File: src/rtl/wake_pkg.sv
package wake_pkg;
   localparam int NPIN     = 5;
   localparam int NFLAG    = 6;
   localparam int NCAUSE   = 3;
   localparam int SRC_GPE  = 0;
   localparam int SRC_LV0  = 1;
   localparam int SRC_LV1  = 2;
   localparam int SRC_BTN  = 3;
   localparam int SRC_RX   = 4;
   localparam int SRC_TMR  = 5;
   localparam int ARM_BIT  = 5;
   localparam logic [NPIN-1:0] EDGE_SRCS = 5'b10001;

   typedef enum logic [1:0] {
      A_ENABLE = 2'd0,
      A_RELOAD = 2'd1,
      A_FLAGS  = 2'd2,
      A_CAUSE  = 2'd3
   } wake_addr_e;
endpackage

File: src/rtl/wake_sync.sv
module wake_sync #(
   parameter int WIDTH  = 5,
   parameter int STAGES = 2
) (
   input  logic             clk,
   input  logic             rst_n,
   input  logic [WIDTH-1:0] d,
   output logic [WIDTH-1:0] q,
   output logic [WIDTH-1:0] rise
);
   logic [WIDTH-1:0] prev_q;

   generate
      if (STAGES == 0) begin : g_bypass
         assign q = d;
      end else begin : g_chain
         logic [WIDTH-1:0] st [STAGES];
         always_ff @(posedge clk or negedge rst_n) begin
            if (!rst_n) begin
               for (int k = 0; k < STAGES; k++) st[k] <= '0;
            end else begin
               st[0] <= d;
               for (int k = 1; k < STAGES; k++) st[k] <= st[k-1];
            end
         end
         assign q = st[STAGES-1];
      end
   endgenerate

   always_ff @(posedge clk or negedge rst_n) begin
      if (!rst_n) prev_q <= '0;
      else        prev_q <= q;
   end

   assign rise = q & ~prev_q;
endmodule

File: src/rtl/wake_debounce.sv
module wake_debounce #(
   parameter int SAMPLES = 32
) (
   input  logic clk,
   input  logic rst_n,
   input  logic tick,
   input  logic level,
   output logic ok
);
   localparam int CW = $clog2(SAMPLES + 1);
   localparam logic [CW-1:0] FULL = CW'(SAMPLES);

   logic [CW-1:0] cnt;

   always_ff @(posedge clk or negedge rst_n) begin
      if (!rst_n) begin
         cnt <= '0;
      end else if (tick) begin
         if (!level)          cnt <= '0;
         else if (cnt != FULL) cnt <= cnt + 1'b1;
      end
   end

   assign ok = (cnt == FULL);
endmodule

File: src/rtl/wake_timer.sv
module wake_timer #(
   parameter int W = 8
) (
   input  logic         clk,
   input  logic         rst_n,
   input  logic         load,
   input  logic         disarm,
   input  logic [W-1:0] reload,
   input  logic         step,
   output logic         armed,
   output logic [W-1:0] count,
   output logic         fire
);
   assign fire = armed & step & (count <= W'(1));

   always_ff @(posedge clk or negedge rst_n) begin
      if (!rst_n) begin
         armed <= 1'b0;
         count <= '0;
      end else if (load) begin
         armed <= 1'b1;
         count <= reload;
      end else if (disarm) begin
         armed <= 1'b0;
      end else if (fire) begin
         armed <= 1'b0;
         count <= '0;
      end else if (armed && step) begin
         count <= count - 1'b1;
      end
   end
endmodule

File: src/rtl/wakeup_ctrl.sv
module wakeup_ctrl
   import wake_pkg::*;
#(
   parameter int DATA_W      = 8,
   parameter int TMR_W       = 8,
   parameter int SYNC_STAGES = 2,
   parameter int TICK_MS     = 2,
   parameter int DEBOUNCE_MS = 64
) (
   input  logic              clk,
   input  logic              rst_n,
   input  logic              reg_we,
   input  logic [1:0]        reg_addr,
   input  logic [DATA_W-1:0] reg_wdata,
   output logic [DATA_W-1:0] reg_rdata,
   input  logic [2:0]        gp_pins,
   input  logic [2:0]        gp_is_input,
   input  logic              btn_in,
   input  logic              rx_in,
   input  logic              rx_is_input,
   input  logic              lowpwr_mode,
   input  logic              tick,
   input  logic              cause_wdt,
   input  logic              cause_cold,
   input  logic              cause_lowbat,
   output logic              wake_req
);
   localparam int DB_SAMPLES = DEBOUNCE_MS / TICK_MS;

   generate
      if (DATA_W < 8) begin : g_bad_data_w
         $error("wakeup_ctrl: DATA_W must be at least 8");
      end
      if (TMR_W < 1 || TMR_W > DATA_W) begin : g_bad_tmr_w
         $error("wakeup_ctrl: TMR_W must lie in 1..DATA_W");
      end
      if (TICK_MS < 1 || DEBOUNCE_MS % TICK_MS != 0 || DB_SAMPLES < 1) begin : g_bad_db
         $error("wakeup_ctrl: DEBOUNCE_MS must be a positive multiple of TICK_MS");
      end
      if (SYNC_STAGES < 0) begin : g_bad_sync
         $error("wakeup_ctrl: SYNC_STAGES must not be negative");
      end
   endgenerate

   logic [NPIN-1:0]   raw_pins, pin_s, pin_rise, is_in, en_q, eff_en, hit;
   logic [NFLAG-1:0]  flags_q;
   logic [NCAUSE-1:0] cause_q, cause_in;
   logic [TMR_W-1:0]  reload_q, tmr_cnt;
   logic              armed, tmr_fire, db_ok;
   logic              wr_en, wr_flags, wr_cause, wr_reload;

   assign raw_pins = {rx_in, btn_in, gp_pins};
   assign is_in    = {rx_is_input, 1'b1, gp_is_input};
   assign eff_en   = en_q & is_in;
   assign cause_in = {cause_lowbat, cause_cold, cause_wdt};

   assign wr_en     = reg_we && (reg_addr == A_ENABLE);
   assign wr_reload = reg_we && (reg_addr == A_RELOAD);
   assign wr_flags  = reg_we && (reg_addr == A_FLAGS);
   assign wr_cause  = reg_we && (reg_addr == A_CAUSE);

   wake_sync #(.WIDTH(NPIN), .STAGES(SYNC_STAGES)) u_sync (
      .clk  (clk),
      .rst_n(rst_n),
      .d    (raw_pins),
      .q    (pin_s),
      .rise (pin_rise)
   );

   wake_debounce #(.SAMPLES(DB_SAMPLES)) u_db (
      .clk  (clk),
      .rst_n(rst_n),
      .tick (tick),
      .level(pin_s[SRC_BTN]),
      .ok   (db_ok)
   );

   wake_timer #(.W(TMR_W)) u_tmr (
      .clk   (clk),
      .rst_n (rst_n),
      .load  (wr_en && reg_wdata[ARM_BIT]),
      .disarm(wr_en && !reg_wdata[ARM_BIT]),
      .reload(reload_q),
      .step  (tick && lowpwr_mode),
      .armed (armed),
      .count (tmr_cnt),
      .fire  (tmr_fire)
   );

   // per-source wake condition: edge, debounced level or plain level
   generate
      for (genvar i = 0; i < NPIN; i++) begin : g_hit
         if (EDGE_SRCS[i]) begin : g_edge
            assign hit[i] = pin_rise[i];
         end else if (i == SRC_BTN) begin : g_db
            assign hit[i] = db_ok;
         end else begin : g_lvl
            assign hit[i] = pin_s[i];
         end
      end
   endgenerate

   always_ff @(posedge clk or negedge rst_n) begin
      if (!rst_n) begin
         en_q     <= '0;
         reload_q <= '0;
      end else begin
         if (wr_en)     en_q     <= reg_wdata[NPIN-1:0];
         if (wr_reload) reload_q <= reg_wdata[TMR_W-1:0];
      end
   end

   always_ff @(posedge clk or negedge rst_n) begin
      if (!rst_n) begin
         flags_q <= '0;
      end else begin
         for (int i = 0; i < NPIN; i++) begin
            if (!eff_en[i])                    flags_q[i] <= 1'b0;
            else if (hit[i])                   flags_q[i] <= 1'b1;
            else if (wr_flags && reg_wdata[i]) flags_q[i] <= 1'b0;
         end
         if (tmr_fire)                              flags_q[SRC_TMR] <= 1'b1;
         else if (wr_flags && reg_wdata[SRC_TMR])   flags_q[SRC_TMR] <= 1'b0;
      end
   end

   // cause bits follow the cause inputs while reset is held
   always_ff @(posedge clk) begin
      if (!rst_n) cause_q <= cause_in;
      else        cause_q <= (cause_q & ~(wr_cause ? reg_wdata[NCAUSE-1:0] : '0)) | cause_in;
   end

   always_comb begin
      reg_rdata = '0;
      unique case (reg_addr)
         A_ENABLE: begin
            reg_rdata[NPIN-1:0] = en_q;
            reg_rdata[ARM_BIT]  = armed;
         end
         A_RELOAD: reg_rdata[TMR_W-1:0]  = reload_q;
         A_FLAGS:  reg_rdata[NFLAG-1:0]  = flags_q;
         A_CAUSE:  reg_rdata[NCAUSE-1:0] = cause_q;
         default:  reg_rdata = '0;
      endcase
   end

   assign wake_req = lowpwr_mode && ((|flags_q) || (|cause_q));
endmodule

File: config.mk
export PLATFORM = sky130hd
export DESIGN_NAME = wakeup_ctrl
export DESIGN_NICKNAME = d
export VERILOG_FILES = /design/src/rtl/wake_pkg.sv /design/src/rtl/wake_sync.sv /design/src/rtl/wake_debounce.sv /design/src/rtl/wake_timer.sv /design/src/rtl/wakeup_ctrl.sv
export SDC_FILE = /design/constraint.sdc
export NUM_CORES = 1
export LEC_CHECK = 0
export BUFFER_PORTS_ARGS = -buffer_cell sky130_fd_sc_hd__buf_2
export CAP_MARGIN = 20
export CORE_MARGIN = 8
export CORE_UTILIZATION = 45
export DETAILED_ROUTE_END_ITERATION = 6
export PLACE_DENSITY = 0.66
export SLEW_MARGIN = 20
export SYNTH_ARGS = -nofsm -noshare
export SYNTH_HDL_FRONTEND = slang
export SYNTH_SLANG_ARGS = --single-unit
File: constraint.sdc
create_clock -name clk -period 3.1 [get_ports clk]
set_input_delay 0.31 -clock clk [delete_from_list [all_inputs] [get_ports clk]]
set_output_delay 0.31 -clock clk [all_outputs]
set_load 0.02 [all_outputs]
# [Word level (Yosys, flattened, before mapping)]
# Index checks and enable logic that the tools add are counted.
[op_classes] n_addsub=2 n_mul=0 div=0 n_lt_le_gt_ge=1 eq_ne=12 n_shift=0 mux=31 bitwise=8 reduce_logical=25
[op_table] operator="two-way mux 8 bit" count=4
[op_table] operator="two-way mux 1 bit" count=20
[op_table] operator="logical AND 1 bit" count=15
[op_table] operator="two-way mux 6 bit" count=2
[op_table] operator="one-hot mux 3 bit (4 select lines)" count=1
[op_table] operator="AND 5 bit" count=2
[op_table] operator="!= test 3 x 1 -> 1 bit (second input constant)" count=3
[op_table] operator="one-hot mux 3 bit (3 select lines)" count=1
[op_table] operator="less-or-equal comparator 8 x 1 -> 1 bit (second input constant)" count=1
[op_table] operator="subtractor 8 x 1 -> 8 bit (second input constant)" count=1
[op_table] operator="adder 6 x 1 -> 6 bit (second input constant)" count=1
[op_table] operator="== test 6 bit (second input constant)" count=1
[op_table] operator="two-way mux 3 bit" count=2
[op_table] operator="!= test 3 x 2 -> 1 bit (second input constant)" count=2
[op_table] operator="!= test 6 bit (second input constant)" count=1
[op_table] operator="nonzero test 3 bit" count=2
[op_table] operator="OR reduction 6 bit" count=1
[op_table] operator="NOT 5 bit" count=1
[op_table] operator="== test 2 bit (second input constant)" count=2
[op_table] operator="!= test 2 x 1 -> 1 bit (second input constant)" count=2
[op_table] operator="AND reduction 2 bit" count=2
[op_table] operator="AND 3 bit" count=1
[op_table] operator="NOT 3 bit" count=1
[op_table] operator="OR 3 bit" count=1
[op_table] operator="other kinds (8)" count=9
[word_totals] regBits=52 latchBits=0 ramBits=0 rom_bits=0 input_bits=27 out_inout_bits=9 memories=0

# [Depth between registers and ports, before layout]
[logic_depth] word_depth=7 ltp_mapped=6 depth_no_buf=5

# [By module]
# From an unflattened synthesis, not the netlist that was laid out.
[hier_totals] hier_cells=212 hier_area_um2=2517.4
[by_module_without_submodules] module="wakeup_ctrl" n_inst=1 cells_each=84 area_per_inst_um2=1076.0
[by_module_without_submodules] module="wake_timer" n_inst=1 cells_each=61 area_per_inst_um2=583.1
[by_module_without_submodules] module="wake_sync" n_inst=1 cells_each=25 area_per_inst_um2=481.7
[by_module_without_submodules] module="wake_debounce" n_inst=1 cells_each=42 area_per_inst_um2=376.6

# [Worst setup path before layout]
# OpenSTA, ideal clock, no wires.
[synth_timing] path_kind="register to register" startpoint="register u_tmr.count[0]" endpoint="register u_tmr.count[2]" arrival_time_ns=1.308 setup_slack_ns=1.691 path_stages_with_launch=6 n_path_buf=0 synth_period_minus_slack_ns=1.409 cell_sequence="dfrtp_1 inv_1 ha_1 o211ai_1 nand2b_4 o311ai_2"
[synth_between] elab_chain_len=5 elab_cells_between_ends=9
[synth_lines] element="from (decl)" line="wake_timer.sv:11" rtl="output logic [W-1:0] count,"
[synth_lines] element="from (signal assigned)" line="wake_timer.sv:22" rtl="count <= reload;"
[synth_lines] element="from (signal assigned)" line="wake_timer.sv:29" rtl="count <= count - 1'b1;"
[synth_lines] element="subtractor 8 x 1 -> 8 bit or less-or-equal comparator 8 x 1 -> 1 bit (tied branches)" line="wake_timer.sv:29, wake_timer.sv:14"
[synth_lines] element="two-way mux 8 bit or AND 1 bit (tied branches)" line="wake_timer.sv:28, wake_timer.sv:14"
[synth_lines] element="two-way mux 8 bit" line="wake_timer.sv:25" rtl="end else if (fire) begin"
[synth_lines] element="two-way mux 8 bit" line="wake_timer.sv:23" rtl="end else if (disarm) begin"
[synth_lines] element="two-way mux 8 bit" line="wake_timer.sv:20" rtl="end else if (load) begin"
# Several ways; a longest one is shown, not always the timed one. The select of a mux whose other input is x is not followed.
# A chain may end at the register's enable or synchronous reset.

# [Final worst setup path]
[layout_timing] startpoint="register reload_q[0]" endpoint="output port reg_rdata[0]"
[layout_between] elab_chain_len=1
[layout_lines] element="from (decl)" line="wakeup_ctrl.sv:48" rtl="logic [TMR_W-1:0] reload_q, tmr_cnt;"
[layout_lines] element="from (signal assigned)" line="wakeup_ctrl.sv:109" rtl="if (wr_reload) reload_q <= reg_wdata[TMR_W-1:0];"
[layout_lines] element="one-hot mux 3 bit (4 select lines)" line="wakeup_ctrl.sv:135" rtl="unique case (reg_addr)"
[layout_lines] element="to (decl)" line="wakeup_ctrl.sv:15" rtl="output logic [DATA_W-1:0] reg_rdata,"
# No other way between the ends.

==> run_summary.xml <==
<?xml version="1.0" encoding="UTF-8"?>
<metrics>
  <group name="clock_network">
    <metric name="numCtsBuffers" unit="">5</metric>
    <metric name="clock_transition_at_the_registers_of_the_reported_paths" unit="ns">0.09</metric>
    <metric name="post_cts_resize_count" unit="">0</metric>
    <metric name="cts_tree" unit="">done</metric>
    <metric name="cts_buffer_depth" unit="">2</metric>
    <metric name="clock_root_buffer" unit="">sky130_fd_sc_hd__clkbuf_8</metric>
    <metric name="source_to_sink_clock_delay_at_the_later_pin_of_the_worst_skew_pair" unit="ns">0.29</metric>
    <metric name="cts_max_level" unit="">2</metric>
    <metric name="clkSinkCount" unit="">49</metric>
  </group>
  <group name="synthesis">
    <metric name="synth.yosys.warnings" unit="">0</metric>
    <metric name="synth.top_cell.area_share" unit="%">50.77</metric>
    <metric name="synth_compound_gate_area_share" unit="%">11.48</metric>
    <metric name="yosysSeqAreaShare" unit="%">53.42</metric>
    <metric name="main_combinational_cell_family_by_area_after_synthesis" unit="">simple AND/OR/NAND/NOR gates</metric>
    <metric name="synth_top_cells_by_area" unit="">sky130_fd_sc_hd__dfrtp_1 (51%), sky130_fd_sc_hd__mux2_2 (7.0%), sky130_fd_sc_hd__nand2_1 (6.0%)</metric>
    <metric name="post_synth_mux_area_share" unit="%">11.26</metric>
    <metric name="ys_types" unit="">42</metric>
    <metric name="yosys.area_share.simple" unit="%">17.55</metric>
    <metric name="synth.ff_latch_count" unit="">49</metric>
    <metric name="syn_avg_cell_area" unit="sq um">11.01</metric>
    <metric name="synth_area_leader_cell" unit="">sky130_fd_sc_hd__dfrtp_1</metric>
    <metric name="synth-xor-area-share" unit="%">1.545</metric>
    <metric name="synth_adder_area_share" unit="%">2.208</metric>
    <metric name="postSynthNetCount" unit="">237</metric>
    <metric name="mappedNetlistArea" unit="sq um">2267</metric>
    <metric name="syn-instance-count" unit="">206</metric>
  </group>
  <group name="sta">
    <metric name="max_clock_freq" unit="MHz">593.6</metric>
    <metric name="timing.clock.skew" unit="ns">0.005507</metric>
    <metric name="timing_worst_slew_pin_value" unit="ns">0.4490</metric>
    <metric name="final_max_slew_viol_count" unit="">0</metric>
    <metric name="finalSetupViolCount" unit="">0</metric>
    <metric name="finalCriticalPeriod" unit="ns">1.685</metric>
    <metric name="setup_tns" unit="ns">0</metric>
    <metric name="slew-limit-headroom" unit="%">70.03</metric>
    <metric name="grt_setup_unrepaired" unit="">false</metric>
    <metric name="post-route-period-util" unit="%">54.34</metric>
    <metric name="timing_hold_violations_final" unit="">0</metric>
  </group>
  <group name="die">
    <metric name="die_width" unit="microns">86.98</metric>
    <metric name="chipHeight" unit="microns">86.98</metric>
    <metric name="core_area" unit="sq um">4977</metric>
    <metric name="die_area" unit="sq um">7566</metric>
    <metric name="floorplan.io_pins" unit="">36</metric>
    <metric name="initial_cell_density_of_the_core" unit="%">45.55</metric>
    <metric name="placement_rows" unit="">26</metric>
  </group>
  <group name="final_layout">
    <metric name="antenna-diode-count" unit="">0</metric>
    <metric name="finalCoreUtilization" unit="%">52.89</metric>
    <metric name="drive_gt1_share" unit="%">27.64</metric>
    <metric name="layout.nets" unit="">276</metric>
    <metric name="layout.cell_area.non_filler" unit="sq um">2633</metric>
    <metric name="area_delta_synth_final" unit="%">16.11</metric>
  </group>
  <group name="worst_setup_path">
    <metric name="path_cells" unit="">mux4_2, buf_2</metric>
    <metric name="cpMaxStageDelayCell" unit="">sky130_fd_sc_hd__mux4_2</metric>
    <metric name="critical_path_class" unit="">reg -&gt; out</metric>
    <metric name="critical_path_source_type" unit="">register</metric>
    <metric name="required" unit="ns">2.79</metric>
    <metric name="critPathMaxStageDelay" unit="ns">0.48</metric>
    <metric name="cp.arrival" unit="ns">1.37</metric>
    <metric name="worstPathMaxFanout" unit="">3</metric>
    <metric name="endpoint_kind" unit="">output port</metric>
  </group>
  <group name="power_and_ir_drop">
    <metric name="switchingPower" unit="uW">521.7</metric>
    <metric name="vdd_ir_drop_max" unit="uV">417.2</metric>
    <metric name="total_power" unit="uW">1721</metric>
    <metric name="power_report.internal_total" unit="uW">1199</metric>
    <metric name="p_clk_share" unit="%">27.0</metric>
    <metric name="power.share.sequential" unit="%">50.3</metric>
    <metric name="sw_frac_of_total" unit="%">30.32</metric>
    <metric name="power_density_over_the_cells" unit="nW/um^2">653.6</metric>
    <metric name="comb_power_share" unit="%">22.7</metric>
    <metric name="leakage" unit="uW">0.001189</metric>
  </group>
  <group name="grt">
    <metric name="globalRoute.totalOverflow" unit="">0</metric>
    <metric name="grt.total_usage" unit="%">13.21</metric>
    <metric name="pin_count_of_the_biggest_net_entering_global_routing" unit="">32</metric>
    <metric name="antenna_found_initial" unit="">0</metric>
    <metric name="via_count_of_the_first_global_routing_pass" unit="">1740</metric>
    <metric name="grt_pass1_wl" unit="microns">7990</metric>
  </group>
  <group name="worst_hold_path">
    <metric name="holdCritPathClass" unit="">in -&gt; reg</metric>
  </group>
  <group name="drt">
    <metric name="routedWlPerCell" unit="microns">14.70</metric>
    <metric name="drtPass1Iterations" unit="">4</metric>
    <metric name="drcViolationCount" unit="">0</metric>
    <metric name="routed_antenna_nets" unit="">0</metric>
    <metric name="drt-total-wl" unit="microns">4645</metric>
    <metric name="initialDrtViolationCount" unit="">91</metric>
    <metric name="count_of_vias_placed_by_the_detailed_router" unit="">1613</metric>
    <metric name="routed_via_density" unit="">5.104</metric>
  </group>
  <group name="place">
    <metric name="buffer_ports.inserted" unit="">35</metric>
    <metric name="hpwl" unit="microns">3546</metric>
    <metric name="dpl_cell_area" unit="sq um">2506</metric>
    <metric name="place_congestion" unit="">0.8308</metric>
  </group>
  <group name="job">
    <metric name="max_cap_violations" unit="">0</metric>
  </group>
  <group name="outcome">
    <metric name="outcome" unit="">finished, final reports clean</metric>
  </group>
</metrics>
[layout make-up]
cell class | instances | area [sq um]
clock inverters | 1 | 30.03
multi-input cells | 145 | 998.5
inverters | 7 | 26.28
flip-flops and latches | 49 | 1211
well taps | 70 | 87.58
fillers | 462 | 2345
repair buffers | 37 | 192.7
clock buffers | 7 | 86.33
[placed cells by master, fill, tap and decap left out, drive strengths merged, types with 2 or more instances in the layout]
master	count
a22o	2
nand3	8
o311ai	2
mux2i	3
a21oi	7
nor3	4
and2	3
dfxtp	3
xor2	3
o211ai	6
nor4	2
a31o	3
dfrtp	46
mux4	3
o21ai	8
nand2b	3
nor2b	5
nand2	37
a31oi	3
mux2	14
inv	7
o22ai	2
buf	36
clkbuf	7
ha	4
nor2	12
[final timing paths]
| check | from | end | slack (ns) | cells past startpoint |
|---|---|---|---|---|
| worst max-delay path | reload_q[0] | reg_rdata[0] | 1.42 | 2 |
| worst min-delay path | btn_in | u_sync.g_chain.st[8] | 0.12 | 1 |
| worst max register to register | u_tmr.count[0] | u_tmr.count[2] | 1.46 | 5 |
| worst min register to register | u_sync.g_chain.st[8] | u_sync.q[3] | 0.36 | 0 |
| max in group asynchronous | rst_n | u_tmr.count[6] | 1.89 | 3 |
| min in group asynchronous | rst_n | en_q[4] | 0.48 | 2 |
[metrics by stage]
stage               std cells  worst slack [ns]  hold WS (ns)
global route              316             1.287        0.1041
finish                    316             1.415        0.1155
floorplan                 206             1.691       0.01441
detailed placement        307             1.288        0.2640
global placement          307             1.359        0.2621
CTS                       316             1.411        0.1089
[sequential cells by signal (all words and copies together), names as in the netlist]
register           count
cause_q                3
en_q                   5
flags_q                6
reload_q               8
u_db.cnt               6
u_sync.g_chain.st      5
u_sync.prev_q          2
u_sync.q               5
u_tmr.armed            1
u_tmr.count            8
[critical path: cells and delay by family, from the launching register on]
family                 cells  cell delay (ns)
flip-flops                 1             0.42
buffers and inverters      1             0.18
multiplexers               1             0.48
[what timing repair did]
action	4_1_cts	5_1_grt
hold buffers	1	0
endpoints found under the hold margin	15	0
buffers inserted	0	0
[cell usage after synthesis, drive strengths merged]
library cell  instances
nand2                37
or2                   1
dfrtp                46
o211ai                6
a211oi                1
a21o                  1
o311ai                2
mux2i                 3
xor2                  3
o21ai                 8
dfxtp                 3
buf                   4
a21boi                1
nand2b                3
and3                  1
mux4                  3
mux2                 14
a21oi                 7
o31ai                 1
nor3b                 1
a31oi                 3
ha                    4
a31o                  3
xnor2                 1
clkbuf                1
nor3                  4
nor4                  2
nor2b                 5
a22o                  2
and2                  3
nand3                 8
nor2                 12
o22ai                 2
nand3b                1
inv                   7
and3b                 1
a41o                  1
[cell families after synthesis]
logic type      Yosys count
buf+inv                  12
fa+ha+maj                 4
xor+xnor                  4
simple gates             79
mux                      20
compound gates           38
flops                    49
[power groups by stage]
| stage | Clock (uW) | Sequential (uW) | Combinational (uW) |
|---|---|---|---|
| after floorplan | 0 | 843 | 295 |
| after global placement | 0 | 877 | 388 |
| after detailed placement | 0 | 878 | 392 |
| after CTS | 475 | 866 | 395 |
| after global routing | 496 | 885 | 445 |
| final | 464 | 866 | 391 |
[routing by layer]
metal / track usage (%) / vias to the layer above / part of all wire, %
li1: - / 797 / -
met1: 17.79 / 779 / 50
met2: 20.82 / 33 / 46
met3: 3.302 / 4 / 3.6
met4: 2.817 / 0 / 0.73
met5: 0 / - / 0
Power figures use the tool's default switching activity.
